==> config.mk <==
export PLATFORM = sky130hd
export DESIGN_NAME = tmr_prescale_top
export DESIGN_NICKNAME = d
export VERILOG_FILES = /design/src/rtl/tmr_prescale_pkg.sv /design/src/rtl/tmr_edge_sync.sv /design/src/rtl/tmr_shared_prescaler.sv /design/src/rtl/tmr_wdt_counter.sv /design/src/rtl/tmr_prescale_top.sv
export SDC_FILE = /design/constraint.sdc
export NUM_CORES = 1
export LEC_CHECK = 0
export BUFFER_PORTS_ARGS = -buffer_cell sky130_fd_sc_hd__buf_4
export CORE_UTILIZATION = 56
export DETAILED_ROUTE_END_ITERATION = 16
export MAX_ROUTING_LAYER = met4
export PLACE_DENSITY = 0.79
export SLEW_MARGIN = 20
export SYNTH_ARGS = -nofsm -noshare
export SYNTH_HDL_FRONTEND = slang
export SYNTH_HIERARCHICAL = 1
export SYNTH_SLANG_ARGS = --single-unit
==> constraint.sdc <==
create_clock -name clk -period 3.2 [get_ports clk]
set_input_delay 0.16 -clock clk [delete_from_list [all_inputs] [get_ports clk]]
set_output_delay 0.16 -clock clk [all_outputs]
set_load 0.03 [all_outputs]
==> src/rtl/tmr_prescale_pkg.sv <==
package tmr_prescale_pkg;
  localparam int TMR_W = 8;
  localparam int PRE_W = 8;
  localparam int SEL_W = $clog2(PRE_W);

  typedef struct packed {
    logic             src_ext;
    logic             edge_fall;
    logic             psa;
    logic [SEL_W-1:0] ps;
  } tmr_cfg_t;

  localparam tmr_cfg_t CFG_RESET = '{src_ext: 1'b0, edge_fall: 1'b0,
                                     psa: 1'b1, ps: {SEL_W{1'b1}}};

  // Timer tap: fires when the low sel+1 bits are all ones (ratio 2^(sel+1))
  function automatic logic tap_timer(input logic [PRE_W-1:0] pre,
                                     input logic [SEL_W-1:0] sel);
    logic hit;
    hit = 1'b1;
    for (int i = 0; i < PRE_W; i++)
      if (i <= int'(sel) && !pre[i]) hit = 1'b0;
    return hit;
  endfunction

  // Watchdog tap: fires when the low sel bits are all ones (ratio 2^sel)
  function automatic logic tap_wdt(input logic [PRE_W-1:0] pre,
                                   input logic [SEL_W-1:0] sel);
    logic hit;
    hit = 1'b1;
    for (int i = 0; i < PRE_W; i++)
      if (i < int'(sel) && !pre[i]) hit = 1'b0;
    return hit;
  endfunction
endpackage

==> src/rtl/tmr_edge_sync.sv <==
module tmr_edge_sync #(
  parameter int STAGES = 2
) (
  input  logic clk,
  input  logic rst_n,
  input  logic pin,
  input  logic fall_sel,
  output logic evt
);
  logic [STAGES-1:0] sync_q;
  logic              prev_q;
  logic              cur;

  assign cur = sync_q[STAGES-1];

  always_ff @(posedge clk or negedge rst_n) begin
    if (!rst_n) begin
      sync_q <= '0;
      prev_q <= 1'b0;
    end else begin
      sync_q <= {sync_q[STAGES-2:0], pin};
      prev_q <= cur;
    end
  end

  assign evt = fall_sel ? (prev_q & ~cur) : (cur & ~prev_q);
endmodule

==> src/rtl/tmr_shared_prescaler.sv <==
module tmr_shared_prescaler
  import tmr_prescale_pkg::*;
(
  input  logic             clk,
  input  logic             rst_n,
  input  logic             in_evt,
  input  logic             clr,
  input  logic [SEL_W-1:0] sel,
  output logic             tap_tmr,
  output logic             tap_wd,
  output logic [PRE_W-1:0] pre_cnt
);
  always_ff @(posedge clk or negedge rst_n) begin
    if (!rst_n)      pre_cnt <= '0;
    else if (clr)    pre_cnt <= '0;
    else if (in_evt) pre_cnt <= pre_cnt + 1'b1;
  end

  assign tap_tmr = in_evt & ~clr & tap_timer(pre_cnt, sel);
  assign tap_wd  = in_evt & ~clr & tap_wdt(pre_cnt, sel);
endmodule

==> src/rtl/tmr_wdt_counter.sv <==
module tmr_wdt_counter #(
  parameter int WDT_W = 8
) (
  input  logic             clk,
  input  logic             rst_n,
  input  logic             evt,
  input  logic             clr,
  output logic [WDT_W-1:0] cnt,
  output logic             timeout
);
  localparam logic [WDT_W-1:0] CNT_MAX = {WDT_W{1'b1}};

  always_ff @(posedge clk or negedge rst_n) begin
    if (!rst_n) begin
      cnt     <= '0;
      timeout <= 1'b0;
    end else if (clr) begin
      cnt     <= '0;
      timeout <= 1'b0;
    end else begin
      timeout <= evt && (cnt == CNT_MAX);
      if (evt) cnt <= cnt + 1'b1;
    end
  end
endmodule

==> src/rtl/tmr_prescale_top.sv <==
module tmr_prescale_top
  import tmr_prescale_pkg::*;
#(
  parameter int WDT_W   = 8,
  parameter int INH_CYC = 2
) (
  input  logic             clk,
  input  logic             rst_n,
  input  logic             ext_clk,
  input  logic             cfg_wr,
  input  logic             cfg_src_ext,
  input  logic             cfg_edge_fall,
  input  logic             cfg_psa,
  input  logic [SEL_W-1:0] cfg_ps,
  input  logic             tmr_wr,
  input  logic [TMR_W-1:0] tmr_wdata,
  output logic [TMR_W-1:0] tmr_rdata,
  input  logic             flag_clr,
  output logic             ovf_flag,
  input  logic             wdt_tick,
  input  logic             wdt_clr,
  output logic             wdt_timeout
);
  localparam int INH_W = $clog2(INH_CYC + 1);
  localparam logic [TMR_W-1:0] TMR_MAX = {TMR_W{1'b1}};

  tmr_cfg_t         cfg_q;
  logic [TMR_W-1:0] tmr_q;
  logic [INH_W-1:0] inh_q;
  logic             inhibit;
  logic             ext_evt, src_evt, tmr_path_evt;
  logic             pre_in, pre_clr, tap_tmr, tap_wd;
  logic [PRE_W-1:0] pre_cnt;
  logic             tmr_inc, wdt_evt, ovf_evt;
  logic [WDT_W-1:0] wdt_cnt;

  always_ff @(posedge clk or negedge rst_n) begin
    if (!rst_n)      cfg_q <= CFG_RESET;
    else if (cfg_wr) cfg_q <= '{src_ext: cfg_src_ext, edge_fall: cfg_edge_fall,
                                psa: cfg_psa, ps: cfg_ps};
  end

  tmr_edge_sync #(.STAGES(2)) u_sync (
    .clk(clk), .rst_n(rst_n), .pin(ext_clk),
    .fall_sel(cfg_q.edge_fall), .evt(ext_evt)
  );

  assign inhibit      = (inh_q != '0);
  assign src_evt      = cfg_q.src_ext ? ext_evt : 1'b1;
  assign tmr_path_evt = src_evt & ~inhibit;
  assign pre_in       = cfg_q.psa ? wdt_tick : tmr_path_evt;
  assign pre_clr      = cfg_q.psa ? wdt_clr : tmr_wr;

  tmr_shared_prescaler u_pre (
    .clk(clk), .rst_n(rst_n), .in_evt(pre_in), .clr(pre_clr),
    .sel(cfg_q.ps), .tap_tmr(tap_tmr), .tap_wd(tap_wd), .pre_cnt(pre_cnt)
  );

  assign tmr_inc = cfg_q.psa ? tmr_path_evt : tap_tmr;
  assign wdt_evt = cfg_q.psa ? tap_wd : wdt_tick;
  assign ovf_evt = tmr_inc & ~tmr_wr & (tmr_q == TMR_MAX);

  always_ff @(posedge clk or negedge rst_n) begin
    if (!rst_n) begin
      tmr_q <= '0;
      inh_q <= '0;
    end else if (tmr_wr) begin
      tmr_q <= tmr_wdata;
      inh_q <= INH_W'(INH_CYC);
    end else begin
      if (inhibit) inh_q <= inh_q - 1'b1;
      if (tmr_inc) tmr_q <= tmr_q + 1'b1;
    end
  end

  always_ff @(posedge clk or negedge rst_n) begin
    if (!rst_n)        ovf_flag <= 1'b0;
    else if (ovf_evt)  ovf_flag <= 1'b1;
    else if (flag_clr) ovf_flag <= 1'b0;
  end

  tmr_wdt_counter #(.WDT_W(WDT_W)) u_wdt (
    .clk(clk), .rst_n(rst_n), .evt(wdt_evt), .clr(wdt_clr),
    .cnt(wdt_cnt), .timeout(wdt_timeout)
  );

  assign tmr_rdata = tmr_q;
endmodule

Word level (Yosys, flattened, before mapping). Index checks and enable logic that the tools add are counted.

Flip-flop bits (word level): 37. Bits of input ports: 22. Output and inout bits: 10. Word-level logic and storage cells: 106.

Eq/ne operators: 2. Magnitude comparators: 14. Bitwise gates (word level): 13. Reductions and logical operators: 29. $add $sub $neg: 4. Mux-type cells: 32.

Operators with widths (count): $mux W8 (6); $add A8 B1 Y8 const B (3); $mux W1 (24); $eq A8 B8 Y1 const B (2); $logic_and A1 B1 Y1 (15); $le A3 B3 Y1 const A (4); $reduce_bool A2 Y1 (6); $lt A3 B3 Y1 const A (3); $and A1 B1 Y1 (8); $logic_not A1 Y1 (8); $le A2 B3 Y1 const A (2); $lt A1 B3 Y1 const A (2); $lt A2 B3 Y1 const A (2); $not A1 Y1 (5); $mux W2 (2); $le A1 B3 Y1 const A (1); $sub A2 B1 Y2 const B (1).

Depth between registers and ports, before layout.
Depth in word-level cells: 14. Mapped depth: 14. Mapped depth without buffers: 12.

Modules after synthesis. The synthesis kept the hierarchy.

By module, submodules not included: tmr_prescale_top (times used 1, seq. area each 430.4 um^2, area an instance 917.1 um^2, cells each 90); tmr_shared_prescaler (times used 1, seq. area each 200.2 um^2, area an instance 521.8 um^2, cells each 59); tmr_wdt_counter (times used 1, seq. area each 225.2 um^2, area an instance 429.2 um^2, cells each 40); tmr_edge_sync (times used 1, seq. area each 75.1 um^2, area an instance 97.6 um^2, cells each 6).

Worst setup path before layout. No wires, ideal clock.

Path kind: register -> register. From: register cfg_q[3] in the netlist's numbering. To: register u_wdt.cnt[5]. Cell stages (with the launch flop): 12. Required time: 3.122 ns. Setup time: 0.078 ns. Slack: 0.680 ns. Data arrival time: 2.442 ns. Period minus slack after synthesis: 2.520 ns. Path through: dfstp_2 -> buf_6 -> mux2_2 -> clkbuf_1 -> nor2b_1 -> o2111ai_1 -> a221oi_1 -> mux2_2 -> buf_4 -> nand4_4 -> or3_1 -> a21oi_1.

Longest elaborated chain between the ends: 6. Elaborated cells on any way between the ends: 7.

Ends and longest elaborated chain: start: declaration (RTL line tmr_prescale_top.sv:27) `tmr_cfg_t cfg_q;`; start signal: assignment (RTL line tmr_prescale_top.sv:39) `else if (cfg_wr) cfg_q <= '{src_ext: cfg_src_ext, edge_fall: cfg_edge_fall,`; $mux W1 (RTL line tmr_prescale_top.sv:52) `assign pre_clr = cfg_q.psa ? wdt_clr : tmr_wr;`; via pre_clr (RTL line tmr_prescale_top.sv:32) `logic pre_in, pre_clr, tap_tmr, tap_wd;`; $not A1 Y1 (RTL line tmr_shared_prescaler.sv:20) `assign tap_wd = in_evt & ~clr & tap_wdt(pre_cnt, sel);`; $and A1 B1 Y1 (2 in series) (RTL line tmr_shared_prescaler.sv:20); via tap_wd (RTL line tmr_prescale_top.sv:32); $mux W1 (RTL line tmr_prescale_top.sv:60) `assign wdt_evt = cfg_q.psa ? tap_wd : wdt_tick;`; via wdt_evt (RTL line tmr_prescale_top.sv:34) `logic tmr_inc, wdt_evt, ovf_evt;`; $reduce_bool A2 Y1 (no source line); end signal: assignment (RTL line tmr_wdt_counter.sv:22) `if (evt) cnt <= cnt + 1'b1;`; end: declaration (RTL line tmr_wdt_counter.sv:8) `output logic [WDT_W-1:0] cnt,`.

The timed path passes the listed nets, and every way through them passes these cells. A chain may end at the register's enable or synchronous reset.

Final worst setup path.
From: register u_sync.sync_q[1]. To: register tmr_q[6] (netlist: tmr_rdata[6]).

Longest elaborated chain between the ends: 10. Elaborated cells on any way between the ends: 11.

Ends and longest elaborated chain: start: declaration (RTL line tmr_edge_sync.sv:10) `logic [STAGES-1:0] sync_q;`; start signal: assignment (RTL line tmr_edge_sync.sv:21) `sync_q <= {sync_q[STAGES-2:0], pin};`; $not A1 Y1 (RTL line tmr_edge_sync.sv:26) `assign evt = fall_sel ? (prev_q & ~cur) : (cur & ~prev_q);`; $and A1 B1 Y1 (RTL line tmr_edge_sync.sv:26); $mux W1 (*) (RTL line tmr_edge_sync.sv:26); via ext_evt (RTL line tmr_prescale_top.sv:31) `logic ext_evt, src_evt, tmr_path_evt;`; $mux W1 (*) (RTL line tmr_prescale_top.sv:49) `assign src_evt = cfg_q.src_ext ? ext_evt : 1'b1;`; $and A1 B1 Y1 (*) (RTL line tmr_prescale_top.sv:50) `assign tmr_path_evt = src_evt & ~inhibit;`; $mux W1 (*) (RTL line tmr_prescale_top.sv:51) `assign pre_in = cfg_q.psa ? wdt_tick : tmr_path_evt;`; via pre_in (RTL line tmr_prescale_top.sv:32); $and A1 B1 Y1 (*) (2 in series) (RTL line tmr_shared_prescaler.sv:19) `assign tap_tmr = in_evt & ~clr & tap_timer(pre_cnt, sel);`; via tap_tmr (RTL line tmr_prescale_top.sv:32); $mux W1 (*) (RTL line tmr_prescale_top.sv:59) `assign tmr_inc = cfg_q.psa ? tmr_path_evt : tap_tmr;`; $reduce_bool A2 Y1 (no source line) (*); end signal: assignment (RTL line tmr_prescale_top.sv:68) `tmr_q <= tmr_wdata;`; end signal: assignment (RTL line tmr_prescale_top.sv:72) `if (tmr_inc) tmr_q <= tmr_q + 1'b1;`; end: declaration (RTL line tmr_prescale_top.sv:28) `logic [TMR_W-1:0] tmr_q;`.

The timed path passes the listed nets; every way through them passes the cells marked *.

==> summary.txt <==
Die height: 61.2 um
Clk slew on worst S/H paths: 0.11 ns
Crit path DAT: 3.05 ns
Register area: 931 um^2
# port buffers: 31
CTS Sinks: 37
Max-slew headroom: 65.5%
Final setup margin: 0.381 ns
PwrDens: 489 nW/um^2
Core Region: 3340 um^2
Synthesis-to-layout area growth: 18.4%
H-tree levels: 2
CTS Buf Count: 5
CTS max path bufs: 2
Diodes inserted: 0
Post_cts resized: 0
Antenna viol nets, final: 0
Fin nets: 254
Syn avg cell area: 10.1 um^2
Worst ir drop on vdd: 0.290 mV
Routed vias: 1611
Worst Path Required: 3.43 ns
First-pass GRT wire length: 6290 um
Mapped cell area: 1970 um^2
Initial Utilization: 58.9%
Netlist cell types: 47
Top cells by area, synth: dfrtp_1 (42%), dfstp_2 (5.3%), mux2_2 (4.6%)
Worst-Margin Slew: 0.505 ns
WL/cell: 14.6 um
Grt total ovfl: 0
Most frequent cells in the layout: dfrtp_1 (33), buf_4 (32), nand2_1 (15), nor2_1 (15), o21ai_0 (14)
Logic pwr share: 21.3%
CTS Root Cell: clkbuf_4
Status: finished, final reports clean
Yosys warns: 6
RSZ-0062 raised after global routing: no
Fillers: 269
Psw: 0.330 mW
RePlAce Congestion: 0.891
Seq/Total Area, Yosys: 47.4%
Crit path kind: register to register
Gate Count Post-Synth: 195
HP Class: input pin to register
TritonCTS clock tree: built
Count of pins over their slew limit: 0
Synthesized Nets: 221
Largest net degree at the start of global routing: 38
Clock period minus worst slack: 2.82 ns
Layout cells sized above 1: 25.8%
Pre-Repair DR Iteration Count: 4
Most common cell after layout, fill and taps aside: dfrtp_1
Final instance area: 2330 um^2
Synth Flop Type: dfrtp_1
Internal power: 0.807 mW
Initial antenna violation count: 0
GRT Util Overall: 23.8%
Top Ports: 32
CP Cell Sequence: nand3b_1 -> o21ai_2 -> nand2b_1 -> nand2_1 -> o21ai_0 -> nor2b_1 -> nand3_1 -> a2111oi_0 -> nor2b_4 -> a31o_2 -> nand3_1 -> a221o_1
Async set-reset flop share out of synthesis: 100%
Core Util, Final: 69.7%
Die ar.: 3750 um^2
Placed cell areas: 2210 um^2
Largest area contributor in the netlist: dfrtp_1
Setup-failing EPs final: 0
Sequential share of power: 49.2%
Pre-CTS WS: 0.487 ns
WHS Path Cells: 3
CP endpoint kind: register
Fmax: 355 MHz
Post-route DRC: 0
Clock power frac: 29.5%
Post-synth EDFFs: 0
CP max stage delay: 0.42 ns
Hold Vio Cnt, Final: 0
Die width: 61.2 um
CP dominant cell by count: nand3_1
Static Leak: 1.02 nW
Seq cells post-synth: 37
DRT iter0 DRCs: 97
Synth top area share: 42.0%
Total negative slack: 0 ns
Fin cells: 275
Crit path max-delay cell type: a2111oi_0
Via density: 5.86
DP HPWL: 2980 um
# rows: 21
Worst-Skew Late Latency: 0.34 ns
Multi-input logic area: 953 um^2
Worst setup SP type: register
Clock skew: 0.00756 ns
Placed Instances: 264
Max-capacitance violation count: 0
Crit Path Max Fanout: 6
Switching part of the total: 29.0%
Post-Route WL: 4020 um
Number of global-route vias before repair: 1485
Final period utilization: 88.1%
Reg2Reg Depth: 12
-- metal layers --
| layer | wire [um] | GRT usage, % | vias up |
|---|---|---|---|
| met2 | 2190 | 42.1 | 41 |
| met1 | 1620 | 26.0 | 793 |
| met4 | 44 | 9.09 | 0 |
| met5 | 0 | - | - |
| met3 | 170 | 5.25 | 6 |
| li1 | - | - | 771 |
-- power by group through the flow --
stage | registers [mW] | clock network (mW) | logic [mW]
after CTS | 0.560 | 0.348 | 0.246
final | 0.560 | 0.335 | 0.243
after detailed placement | 0.569 | 0 | 0.242
after global placement | 0.564 | 0 | 0.227
after floorplan | 0.577 | 0 | 0.147
after global routing | 0.566 | 0.366 | 0.271
-- critical path: cells and delay by family (launching register included) --
kind	cells	cell delay (ns)
AO/OA/AOI/OAI	5	1.20
flip-flops	1	0.40
AND/OR/NAND/NOR	7	1.11
-- final timing paths --
kind	from	to	slack (ns)
max	u_sync/sync_q[1]	tmr_rdata[6]	0.38
min	tmr_wdata[2]	tmr_rdata[2]	0.02
max reg2reg	u_sync/sync_q[1]	tmr_rdata[6]	0.38
min reg2reg	u_sync/sync_q[0]	u_sync/sync_q[1]	0.36
max in group asynchronous	rst_n	cfg_q[2]	2.55
min in group asynchronous	rst_n	u_pre/pre_cnt[6]	0.30
-- flip-flops by register name, summed over array words and instances, names as in the netlist --
signal / count
u_sync/prev_q: 1
u_wdt/timeout: 1
u_wdt/cnt: 8
tmr_rdata: 8
inh_q: 2
ovf_flag: 1
u_pre/pre_cnt: 8
cfg_q: 6
u_sync/sync_q: 2
-- area by class of cell --
| cell class | instances | area share (%) |
|---|---|---|
| flip-flops and latches | 37 | 40.0 |
| well taps | 46 | 2.47 |
| clock inverters | 1 | 1.29 |
| clock buffers | 7 | 2.37 |
| repair buffers | 35 | 11.6 |
| multi-input cells | 141 | 41.0 |
| inverters | 8 | 1.29 |
-- cell usage after synthesis, types with 2 or more instances --
library cell / number
nor2_1: 15
or4_1: 4
inv_1: 8
nand2b_1: 3
buf_4: 2
clkbuf_1: 3
dfstp_2: 4
ha_1: 4
xnor2_1: 3
o21ai_0: 14
o22ai_1: 2
nor2b_1: 6
nand4_2: 2
and4_1: 2
mux2_2: 8
o21bai_1: 2
mux2i_1: 3
a21oi_1: 7
nand3_1: 13
nand2_1: 15
or3_1: 6
dfrtp_1: 33
buf_2: 2
xor2_1: 7
nand4_1: 5
-- cell families after synthesis --
group / count (synthesis) / synth area share, %
XOR/XNOR: 10 / 4.46
AND/OR/NAND/NOR: 78 / 22.8
buffers and inverters: 17 / 4.14
multiplexers: 11 / 6.11
adder cells (fa/ha/maj): 4 / 2.55
AO/OA/AOI/OAI: 38 / 12.6
flip-flops: 37 / 47.4
-- repair_timing --
item / in CTS / in global routing
endpoints found under the setup margin: 0 / 0
hold buffers: 3 / 0
hold endpoints to repair: 35 / 0
setup buffers: 0 / 0
-- metrics by stage --
| stage | hold slack, ns | total power, mW |
|---|---|---|
| after floorplan | -0.136 | 0.724 |
| after global placement | 0.141 | 0.790 |
| after detailed placement | 0.145 | 0.811 |
| after CTS | 0.00868 | 1.15 |
| after global routing | 0.0238 | 1.20 |
| final | 0.0247 | 1.14 |
No activity file was read; power rests on OpenSTA's default activity.
